`src/rtl/uart_evt_pkg.sv`:
```
package uart_evt_pkg;
  localparam int unsigned WIDX_DATA = 0;
  localparam int unsigned WIDX_DIV  = 1;
  localparam int unsigned WIDX_STAT = 2;
  localparam int unsigned WIDX_CTRL = 3;
  localparam int unsigned WIDX_DBG  = 4;

  localparam int unsigned STAT_HOLD_EMPTY = 0;
  localparam int unsigned STAT_RX_EV      = 1;
  localparam int unsigned STAT_TX_EV      = 2;

  localparam int unsigned CTRL_RX_IE = 0;
  localparam int unsigned CTRL_TX_IE = 1;

  typedef enum logic [1:0] {
    LN_IDLE,
    LN_START,
    LN_DATA,
    LN_STOP
  } line_state_e;
endpackage

```
`src/rtl/uart_evt_tx.sv`:
```
module uart_evt_tx
  import uart_evt_pkg::*;
#(
  parameter int DIV_W     = 16,
  parameter int DATA_BITS = 8
) (
  input  logic                 clk,
  input  logic                 rst_n,
  input  logic [DIV_W-1:0]     bit_len,
  input  logic                 start,
  input  logic [DATA_BITS-1:0] din,
  output logic                 busy,
  output logic                 done,
  output logic                 txd
);
  localparam int BIT_W = $clog2(DATA_BITS + 1);

  line_state_e            state;
  logic [DIV_W-1:0]       cnt;
  logic [BIT_W-1:0]       bitn;
  logic [DATA_BITS-1:0]   shreg;
  logic                   line_q;
  logic                   bit_end;

  assign bit_end = (cnt == bit_len - 1'b1);
  assign busy    = (state != LN_IDLE);
  assign done    = (state == LN_STOP) && bit_end;
  assign txd     = line_q;

  always_ff @(posedge clk or negedge rst_n) begin
    if (!rst_n) begin
      state  <= LN_IDLE;
      cnt    <= '0;
      bitn   <= '0;
      shreg  <= '0;
      line_q <= 1'b1;
    end else begin
      case (state)
        LN_IDLE: begin
          if (start) begin
            state  <= LN_START;
            cnt    <= '0;
            shreg  <= din;
            line_q <= 1'b0;
          end
        end
        LN_START: begin
          if (bit_end) begin
            state  <= LN_DATA;
            cnt    <= '0;
            bitn   <= '0;
            line_q <= shreg[0];
            shreg  <= shreg >> 1;
          end else begin
            cnt <= cnt + 1'b1;
          end
        end
        LN_DATA: begin
          if (bit_end) begin
            cnt <= '0;
            if (bitn == BIT_W'(DATA_BITS - 1)) begin
              state  <= LN_STOP;
              line_q <= 1'b1;
            end else begin
              bitn   <= bitn + 1'b1;
              line_q <= shreg[0];
              shreg  <= shreg >> 1;
            end
          end else begin
            cnt <= cnt + 1'b1;
          end
        end
        default: begin
          if (bit_end) begin
            state <= LN_IDLE;
            cnt   <= '0;
          end else begin
            cnt <= cnt + 1'b1;
          end
        end
      endcase
    end
  end

  assert_idle_line_high_R6: assert property (@(posedge clk) disable iff (!rst_n)
    (state == LN_IDLE) |-> txd);

  assert_done_returns_idle_R6: assert property (@(posedge clk) disable iff (!rst_n)
    done |=> (state == LN_IDLE));

  assert_busy_start_ignored_R7: assert property (@(posedge clk) disable iff (!rst_n)
    (start && state == LN_START && !bit_end) |=> (state == LN_START && $stable(shreg)));
endmodule

```
`src/rtl/uart_evt_rx.sv`:
```
module uart_evt_rx
  import uart_evt_pkg::*;
#(
  parameter int DIV_W     = 16,
  parameter int DATA_BITS = 8
) (
  input  logic                 clk,
  input  logic                 rst_n,
  input  logic [DIV_W-1:0]     bit_len,
  input  logic                 rxd,
  output logic                 byte_valid,
  output logic [DATA_BITS-1:0] byte_out
);
  localparam int BIT_W = $clog2(DATA_BITS + 1);

  line_state_e          state;
  logic [DIV_W-1:0]     cnt;
  logic [BIT_W-1:0]     bitn;
  logic [DATA_BITS-1:0] shreg;
  logic                 sync1, sync2, prev;
  logic                 bit_end, mid_pt;

  assign bit_end    = (cnt == bit_len - 1'b1);
  assign mid_pt     = (cnt == (bit_len >> 1));
  assign byte_valid = (state == LN_STOP) && bit_end;
  assign byte_out   = shreg;

  always_ff @(posedge clk or negedge rst_n) begin
    if (!rst_n) begin
      sync1 <= 1'b1;
      sync2 <= 1'b1;
      prev  <= 1'b1;
    end else begin
      sync1 <= rxd;
      sync2 <= sync1;
      prev  <= sync2;
    end
  end

  always_ff @(posedge clk or negedge rst_n) begin
    if (!rst_n) begin
      state <= LN_IDLE;
      cnt   <= '0;
      bitn  <= '0;
      shreg <= '0;
    end else begin
      case (state)
        LN_IDLE: begin
          if (prev && !sync2) begin
            state <= LN_START;
            cnt   <= '0;
          end
        end
        LN_START: begin
          if (mid_pt) begin
            cnt  <= '0;
            bitn <= '0;
            state <= sync2 ? LN_IDLE : LN_DATA;
          end else begin
            cnt <= cnt + 1'b1;
          end
        end
        LN_DATA: begin
          if (bit_end) begin
            cnt   <= '0;
            shreg <= {sync2, shreg[DATA_BITS-1:1]};
            if (bitn == BIT_W'(DATA_BITS - 1)) state <= LN_STOP;
            else bitn <= bitn + 1'b1;
          end else begin
            cnt <= cnt + 1'b1;
          end
        end
        default: begin
          if (bit_end) begin
            state <= LN_IDLE;
            cnt   <= '0;
          end else begin
            cnt <= cnt + 1'b1;
          end
        end
      endcase
    end
  end

  assert_valid_then_idle_R8: assert property (@(posedge clk) disable iff (!rst_n)
    byte_valid |=> (state == LN_IDLE));

  assert_byte_stable_in_stop_R8: assert property (@(posedge clk) disable iff (!rst_n)
    (state == LN_STOP && $past(state) == LN_STOP) |-> $stable(shreg));
endmodule

```
`src/rtl/uart_evt.sv`:
```
module uart_evt
  import uart_evt_pkg::*;
#(
  parameter int ADDR_W    = 5,
  parameter int REG_W     = 32,
  parameter int DIV_W     = 16,
  parameter int DATA_BITS = 8
) (
  input  logic              clk,
  input  logic              rst_n,
  input  logic              bus_valid,
  input  logic              bus_we,
  input  logic [ADDR_W-1:0] bus_addr,
  input  logic [REG_W-1:0]  bus_wdata,
  output logic [REG_W-1:0]  bus_rdata,
  output logic              irq,
  output logic              txd,
  input  logic              rxd
);
  localparam int IDX_W = ADDR_W - 2;

  logic [REG_W-1:0]     div_q, ctrl_q, dbg_q;
  logic [DATA_BITS-1:0] rx_byte_q;
  logic                 rx_evt_q, tx_evt_q;
  logic [IDX_W-1:0]     widx;
  logic                 wr_en, wr_data, wr_stat;
  logic                 clr_rx, clr_tx;
  logic [DIV_W-1:0]     bit_len;
  logic                 tx_busy, tx_done;
  logic                 rx_valid;
  logic [DATA_BITS-1:0] rx_byte;
  logic [REG_W-1:0]     stat_word;
  logic                 unused_addr_lsb;

  assign unused_addr_lsb = ^bus_addr[1:0];
  assign widx    = bus_addr[ADDR_W-1:2];
  assign wr_en   = bus_valid && bus_we;
  assign wr_data = wr_en && (widx == IDX_W'(WIDX_DATA));
  assign wr_stat = wr_en && (widx == IDX_W'(WIDX_STAT));
  assign clr_rx  = wr_stat && bus_wdata[STAT_RX_EV];
  assign clr_tx  = wr_stat && bus_wdata[STAT_TX_EV];
  assign bit_len = (div_q[DIV_W-1:0] == '0) ? DIV_W'(1) : div_q[DIV_W-1:0];

  uart_evt_tx #(.DIV_W(DIV_W), .DATA_BITS(DATA_BITS)) u_tx (
    .clk     (clk),
    .rst_n   (rst_n),
    .bit_len (bit_len),
    .start   (wr_data),
    .din     (bus_wdata[DATA_BITS-1:0]),
    .busy    (tx_busy),
    .done    (tx_done),
    .txd     (txd)
  );

  uart_evt_rx #(.DIV_W(DIV_W), .DATA_BITS(DATA_BITS)) u_rx (
    .clk        (clk),
    .rst_n      (rst_n),
    .bit_len    (bit_len),
    .rxd        (rxd),
    .byte_valid (rx_valid),
    .byte_out   (rx_byte)
  );

  always_ff @(posedge clk or negedge rst_n) begin
    if (!rst_n) begin
      div_q  <= '0;
      ctrl_q <= '0;
      dbg_q  <= '0;
    end else if (wr_en) begin
      if (widx == IDX_W'(WIDX_DIV))  div_q  <= bus_wdata;
      if (widx == IDX_W'(WIDX_CTRL)) ctrl_q <= bus_wdata;
      if (widx == IDX_W'(WIDX_DBG))  dbg_q  <= bus_wdata;
    end
  end

  always_ff @(posedge clk or negedge rst_n) begin
    if (!rst_n) begin
      rx_evt_q  <= 1'b0;
      rx_byte_q <= '0;
    end else if (rx_valid && !rx_evt_q) begin
      rx_evt_q  <= 1'b1;
      rx_byte_q <= rx_byte;
    end else if (clr_rx) begin
      rx_evt_q  <= 1'b0;
    end
  end

  always_ff @(posedge clk or negedge rst_n) begin
    if (!rst_n)       tx_evt_q <= 1'b0;
    else if (tx_done) tx_evt_q <= 1'b1;
    else if (clr_tx)  tx_evt_q <= 1'b0;
  end

  always_comb begin
    stat_word = '0;
    stat_word[STAT_HOLD_EMPTY] = 1'b1;
    stat_word[STAT_RX_EV]      = rx_evt_q;
    stat_word[STAT_TX_EV]      = tx_evt_q;
  end

  always_comb begin
    bus_rdata = '0;
    if (bus_valid && !bus_we) begin
      case (widx)
        IDX_W'(WIDX_DATA): bus_rdata = REG_W'(rx_byte_q);
        IDX_W'(WIDX_DIV):  bus_rdata = div_q;
        IDX_W'(WIDX_STAT): bus_rdata = stat_word;
        IDX_W'(WIDX_CTRL): bus_rdata = ctrl_q;
        IDX_W'(WIDX_DBG):  bus_rdata = dbg_q;
        default:           bus_rdata = '0;
      endcase
    end
  end

  assign irq = (ctrl_q[CTRL_RX_IE] && rx_evt_q) || (ctrl_q[CTRL_TX_IE] && tx_evt_q);

  assert_txevt_from_done_R6: assert property (@(posedge clk) disable iff (!rst_n)
    $rose(tx_evt_q) |-> $past(tx_done));

  assert_rx_hold_R9: assert property (@(posedge clk) disable iff (!rst_n)
    (rx_evt_q && !clr_rx) |=> $stable(rx_byte_q));

  assert_irq_needs_event_R5: assert property (@(posedge clk) disable iff (!rst_n)
    irq |-> (rx_evt_q || tx_evt_q));

  assert_tx_busy_frame_R7: assert property (@(posedge clk) disable iff (!rst_n)
    (tx_busy && !tx_done) |=> tx_busy);
endmodule

```
`config.mk`:
```
export PLATFORM = sky130hd
export DESIGN_NAME = uart_evt
export DESIGN_NICKNAME = d
export VERILOG_FILES = /design/src/rtl/uart_evt_pkg.sv /design/src/rtl/uart_evt_tx.sv /design/src/rtl/uart_evt_rx.sv /design/src/rtl/uart_evt.sv
export SDC_FILE = /design/constraint.sdc
export NUM_CORES = 1
export LEC_CHECK = 0
export CAP_MARGIN = 10
export CORE_AREA = 2 2 146 148
export CTS_CLUSTER_DIAMETER = 40
export DETAILED_ROUTE_END_ITERATION = 10
export DIE_AREA = 0 0 148 150
export DONT_BUFFER_PORTS = 1
export PLACE_DENSITY = 0.71
export SKIP_CTS_REPAIR_TIMING = 1
export SYNTH_ARGS = -nofsm -noshare
export SYNTH_HDL_FRONTEND = slang
export SYNTH_SLANG_ARGS = --single-unit
```
`constraint.sdc`:
```
create_clock -name clk -period 5 [get_ports clk]
set_input_delay 0.75 -clock clk [delete_from_list [all_inputs] [get_ports clk]]
set_output_delay 0.75 -clock clk [all_outputs]
set_load 0.05 [all_outputs]
```
Word level (Yosys, flattened, before mapping)
Index checks and enable logic that the tools add are counted.
- register bits after elaboration: 170
- bits in latches: 0
- RAM bits: 0
- bits in read-only memories: 0
- input bits: 42
- output and inout port bits: 34
- memories kept: 0
- $add $sub $neg: 5
- multiply operators: 0
- divide/modulo/power cells: 0
- order comparisons: 0
- equality and inequality tests: 25
- shifts and indexed selects: 0
- mux-type cells: 45
- bitwise logic cells: 0
- reduce and logical (&&, ||, !) cells: 37
- operators by type and width (operator ; count):
    $pmux W32 S5 ; 1
    $mux W16 ; 7
    $add A16 B1 Y16 const B ; 2
    $eq A16 B16 Y1 ; 2
    $mux W32 ; 1
    $mux W8 ; 4
    $pmux W16 S2 ; 1
    $mux W4 ; 6
    $pmux W8 S3 ; 1
    $mux W2 ; 11
    $eq A16 B15 Y1 ; 1
    $logic_not A16 Y1 ; 1
    $ne A2 B1 Y1 const B ; 8
    $pmux W4 S2 ; 2
    $sub A16 B1 Y16 const B ; 1
    $reduce_and A5 Y1 ; 3
    $logic_and A1 B1 Y1 ; 12
    $pmux W2 S3 ; 2
    $reduce_and A4 Y1 ; 3
    $reduce_bool A2 Y1 ; 5
    $add A4 B1 Y4 const B ; 2
    $eq A2 B2 Y1 const B ; 4
    $eq A4 B3 Y1 const B ; 2
    $mux W1 ; 8
    other kinds (12) ; 22

Logic depth before layout (Yosys ltp)
- depth in word-level cells: 7
- depth in mapped cells: 16

Modules after synthesis
Synthesis repeated with hierarchy kept, for this count alone.
- cells, all modules: 953
- area, all modules: 10133.5 µm²
- by module, submodules not included (module ; instances ; cells an instance ; area an instance (µm²) ; seq. area each (µm²)):
    uart_evt ; 1 ; 438 ; 5393.9 ; 2652.5
    uart_evt_tx ; 1 ; 259 ; 2403.6 ; 777.0
    uart_evt_rx ; 1 ; 256 ; 2336.0 ; 829.5

Worst setup path before layout
OpenSTA, ideal clock, no wires.
- path type: reg-to-reg
- start: register div_q[14]
- end: register rx_byte_q[0]
- setup time: 125 ps
- data arrival time: 3973 ps
- required time: 4875 ps
- path slack: 903 ps
- cell stages (with the launch flop): 13
- period minus slack after synthesis: 4097 ps
- cells stage by stage: dfrtp_1 clkbuf_1 nor4_1 a41oi_1 ha_1 or3b_2 or4_1 xnor2_1 xnor2_1 o2111ai_1 nor4_4 nor3b_4 mux2_2
- word-level cells in the longest chain between the ends: 6
- ends and longest elaborated chain (what ; line ; RTL):
    start: declaration ; uart_evt.sv:22 ; logic [REG_W-1:0] div_q, ctrl_q, dbg_q;
    start signal: assignment ; uart_evt.sv:70 ; if (widx == IDX_W'(WIDX_DIV)) div_q <= bus_wdata;
    $logic_not A16 Y1 ; uart_evt.sv:42 ; assign bit_len = (div_q[DIV_W-1:0] == '0) ? DIV_W'(1) : div_q[DIV_W-1:0];
    $mux W16 (*) ; uart_evt.sv:42 ;
    $sub A16 B1 Y16 (*) ; uart_evt_rx.sv:23 ; assign bit_end = (cnt == bit_len - 1'b1);
    $eq A16 B16 Y1 (*) ; uart_evt_rx.sv:23 ;
    $logic_and A1 B1 Y1 (*) ; uart_evt_rx.sv:25 ; assign byte_valid = (state == LN_STOP) && bit_end;
    $logic_and A1 B1 Y1 (*) ; uart_evt.sv:80 ; end else if (rx_valid && !rx_evt_q) begin
    end signal: assignment ; uart_evt.sv:82 ; rx_byte_q <= rx_byte;
    end: declaration ; uart_evt.sv:23 ; logic [DATA_BITS-1:0] rx_byte_q;
Mark *: on every way between the ends. The rest lies on a longest branch, timed or not.
A chain may end at the register's enable or synchronous reset.

Final worst setup path
- start: register div_q[2]
- end: register rx_byte_q[5]
The elaborated chain is that of the path after synthesis.

==> run metrics <==
setup repair after global routing missed its margin=false; Initial DRT Pass Iterations=5; Bufs and invs on worst path=1; Std-Cell Core Area=0.02069 mm^2; Data arrival, critical path=4.71 ns; number of cell rows=53; critical path class=flip-flop to flip-flop; Max Root-Sink Buffers=2; fin crit share=0.8792; mux contribution to synthesized area=0.1708; final hold slack=0.02096 ns; vias in the first global route=6562; CP dominant cell by count=sky130_fd_sc_hd__xnor2_1; data required time of the worst path=5.31 ns; Vias/cell=5.807; post-synthesis share of cell area spent on full adders, half adders and majority gates=0.01453; total of buffers placed on input and output ports=0; most frequent standard cell in the layout excluding fill and tap cells=sky130_fd_sc_hd__dfrtp_1; Mapped Nets=937; H-tree depth=4; Die Span Y=150 um; width of the chip=148 um; routed wire length=21.25 mm; CTS tree=yes; Max Clk Rate=227.5 MHz; number of top-level pins=76; worst setup skew after layout=0.009302 ns; number of routed nets with antenna violations=0; total DRC errors in the routed layout=0; asr flop ratio synth=1.000; total leakage power=4.327 nW; worst voltage drop across the vdd grid=0.0002798 V; largest family of logic cells by synthesized area=multiplexers; flip-flop and latch count after synthesis=170; Synth Area in Simple Gates=0.1351; total track usage=0.1954; sequential element share of the synthesized area=0.4579; unique cell type count in the Yosys netlist=65; cell count after synthesis=885; synthesized-area fraction occupied by ao, oa, aoi and oai cells=0.1293; fraction of synthesized cell area in xor and xnor cells=0.05704; Layout Nets=917; worst reg2reg path startpoint=div_q[2]; routability cong.=0.8838; biggest fanout along the worst timing path=9; area of the mapped netlist=0.009301 mm^2; post-synthesis to final-layout area growth=9.417%; half-perimeter wire length after detailed placement=14.23 mm; number of antenna violations at the first check in global routing=0; average cell area after synthesis=10.51 um^2; final total negative setup slack=0 ns; ordered cell list for the critical path=nor4_1 -> buf_4 -> a41oi_1 -> ha_1 -> or3b_2 -> or4_1 -> xnor2_1 -> xnor2_1 -> o2111ai_1 -> nor4_4 -> nor3b_4 -> mux2_2; type of the worst min-delay path=primary input to async pin; antenna diode count=0; Clock Root Buffer=sky130_fd_sc_hd__clkbuf_16; clk_lat worst skew=0.43 ns; final critical-path required period=4.396 ns; power density over the cells=446.8 mW/mm^2; Warnings, synthesis=0; number of DRC markers after the initial detailed-route iteration=465; crit-path leading delay family=simple AND/OR/NAND/NOR gates; global-route wire length before repair=34.64 mm; fraction of final layout cells with drive strength greater than 1=0.2437; clock slew at reported path FFs=0.07 ns; max_cap viols=0; number of endpoints with negative hold slack in the final report=0; starting utilization of the core area=0.4496; Setup crit end kind=flip-flop; cell type of the slowest stage on the worst timing path=sky130_fd_sc_hd__dfrtp_1; global route overflow=0; pin count of the biggest net entering global routing=171; most frequent cells in the layout=sky130_fd_sc_hd__dfrtp_1, sky130_fd_sc_hd__mux2_2, sky130_fd_sc_hd__nor2_1; outcome=completed; total via count in the routed design=6695; Worst-Margin Slew=1.178 ns; area of the die=0.02220 mm^2; clock sink count=170; element type at the critical path start=flip-flop; Crit path largest cell delay=0.55 ns; number of setup violations in the final report=0; number of buffers created by CTS=17; Setup crit start=div_q[2]; tightest slew margin relative to the limit=0.2144; routed wire length per instance=18.43 um; EDFF count, synth=0; predominant post-synthesis flop cell=sky130_fd_sc_hd__dfrtp_1; final count of pins violating max slew=0
## state kept, by name, indices dropped and copies added, names as in the netlist
name,count
u_rx.byte_out,8
u_rx.bitn,4
u_tx.bitn,4
u_rx.sync2,1
dbg_q,32
u_rx.sync1,1
u_tx.cnt,16
div_q,32
u_tx.txd,1
rx_byte_q,8
u_tx.shreg,8
u_rx.state,2
tx_evt_q,1
u_rx.prev,1
u_rx.cnt,16
u_tx.state,2
ctrl_q,32
rx_evt_q,1
## logic make-up (layout without fill, tap and decap cells)
family / Yosys count / count (layout)
buffers and inverters: 81 / 74
flip-flops: 170 / 170
AO/OA/AOI/OAI: 176 / 176
AND/OR/NAND/NOR: 246 / 246
multiplexers: 142 / 142
adder cells (fa/ha/maj): 11 / 11
XOR/XNOR: 59 / 59
## where the power goes
group          leakage [nW]  switching [W]  internal (W)
Sequential             2.15       0.000281       0.00167
Combinational          1.91       0.000673      0.000641
Clock                 0.269       0.000609      0.000670
Total                  4.33        0.00156       0.00298
## routing by layer
| layer | vias to the layer above | track usage | routed length, um |
|---|---|---|---|
| met5 | - | 0 | 0 |
| met3 | 22 | 0.04634 | 980 |
| met1 | 3386 | 0.2709 | 9805 |
| met2 | 120 | 0.3079 | 10170 |
| met4 | 0 | 0.05476 | 290 |
| li1 | 3167 | - | - |
## path summary, 6_finish.rpt
path | slack (ns) | cells past startpoint | to
max | 0.60 | 12 | rx_byte_q[5]
min | 0.02 | 0 | u_tx.shreg[6]
max reg2reg | 0.60 | 12 | rx_byte_q[5]
min reg2reg | 0.36 | 0 | u_rx.sync2
max in group asynchronous | 4.60 | 0 | u_tx.txd
min in group clk | 0.31 | 0 | u_rx.sync1
## cell type report
type                       count  area [um^2]
clock buffer                  18        439.2
sequential                   170         4259
multi-input combinational    634         4743
fill                        1857        10510
timing repair buffer          26        202.7
clock inverter                14        128.9
tap                          275        344.1
inverter                      16        60.06
## worst reg2reg max path: stages, from the launching register on
cell and delay [ns]:
sky130_fd_sc_hd__dfrtp_1 0.55, sky130_fd_sc_hd__nor4_1 0.09, sky130_fd_sc_hd__buf_4 0.17, sky130_fd_sc_hd__a41oi_1 0.27, sky130_fd_sc_hd__ha_1 0.23, sky130_fd_sc_hd__or3b_2 0.51, sky130_fd_sc_hd__or4_1 0.50, sky130_fd_sc_hd__xnor2_1 0.20
sky130_fd_sc_hd__xnor2_1 0.15, sky130_fd_sc_hd__o2111ai_1 0.30, sky130_fd_sc_hd__nor4_4 0.39, sky130_fd_sc_hd__nor3b_4 0.51, sky130_fd_sc_hd__mux2_2 0.41
## cell usage after synthesis, types with 6 or more instances
cell type                    n  area share
sky130_fd_sc_hd__mux2_2    134        0.16
sky130_fd_sc_hd__nor4_1      8      0.0054
sky130_fd_sc_hd__nor3_1      9      0.0048
sky130_fd_sc_hd__and3_1     18       0.012
sky130_fd_sc_hd__buf_1       8      0.0032
sky130_fd_sc_hd__a31oi_1    28       0.019
sky130_fd_sc_hd__clkbuf_1   47       0.019
sky130_fd_sc_hd__nand4_1    10      0.0067
sky130_fd_sc_hd__xor2_1     34       0.032
sky130_fd_sc_hd__inv_1      16      0.0065
sky130_fd_sc_hd__or4_1       7      0.0056
sky130_fd_sc_hd__nand3_1    20       0.011
sky130_fd_sc_hd__o21ai_0    14      0.0075
sky130_fd_sc_hd__dfrtp_1   166        0.45
sky130_fd_sc_hd__nor2_1    104       0.042
sky130_fd_sc_hd__ha_1       10       0.013
sky130_fd_sc_hd__buf_2       6      0.0032
sky130_fd_sc_hd__a21oi_1    42       0.023
sky130_fd_sc_hd__mux2i_1     8      0.0086
sky130_fd_sc_hd__nand2_1    30       0.012
sky130_fd_sc_hd__a22oi_1    29       0.023
sky130_fd_sc_hd__xnor2_1    24       0.023
sky130_fd_sc_hd__nand2b_1   11      0.0074
## per-stage QoR
stage               cells  cell area, um^2  setup slack (ns)  power (W)    util
finish               1153            10180            0.6040   0.004547  0.4919
global route         1153            10180            0.2803   0.004805  0.4919
CTS                  1152            10160            0.6260   0.004558  0.4912
detailed placement   1120             9594            0.7088   0.003273  0.4637
global placement     1120             9594            0.7438   0.003227  0.4637
floorplan             885             9301            0.9027   0.002982       -
Note: power is estimated with default switching activity, not from simulation.
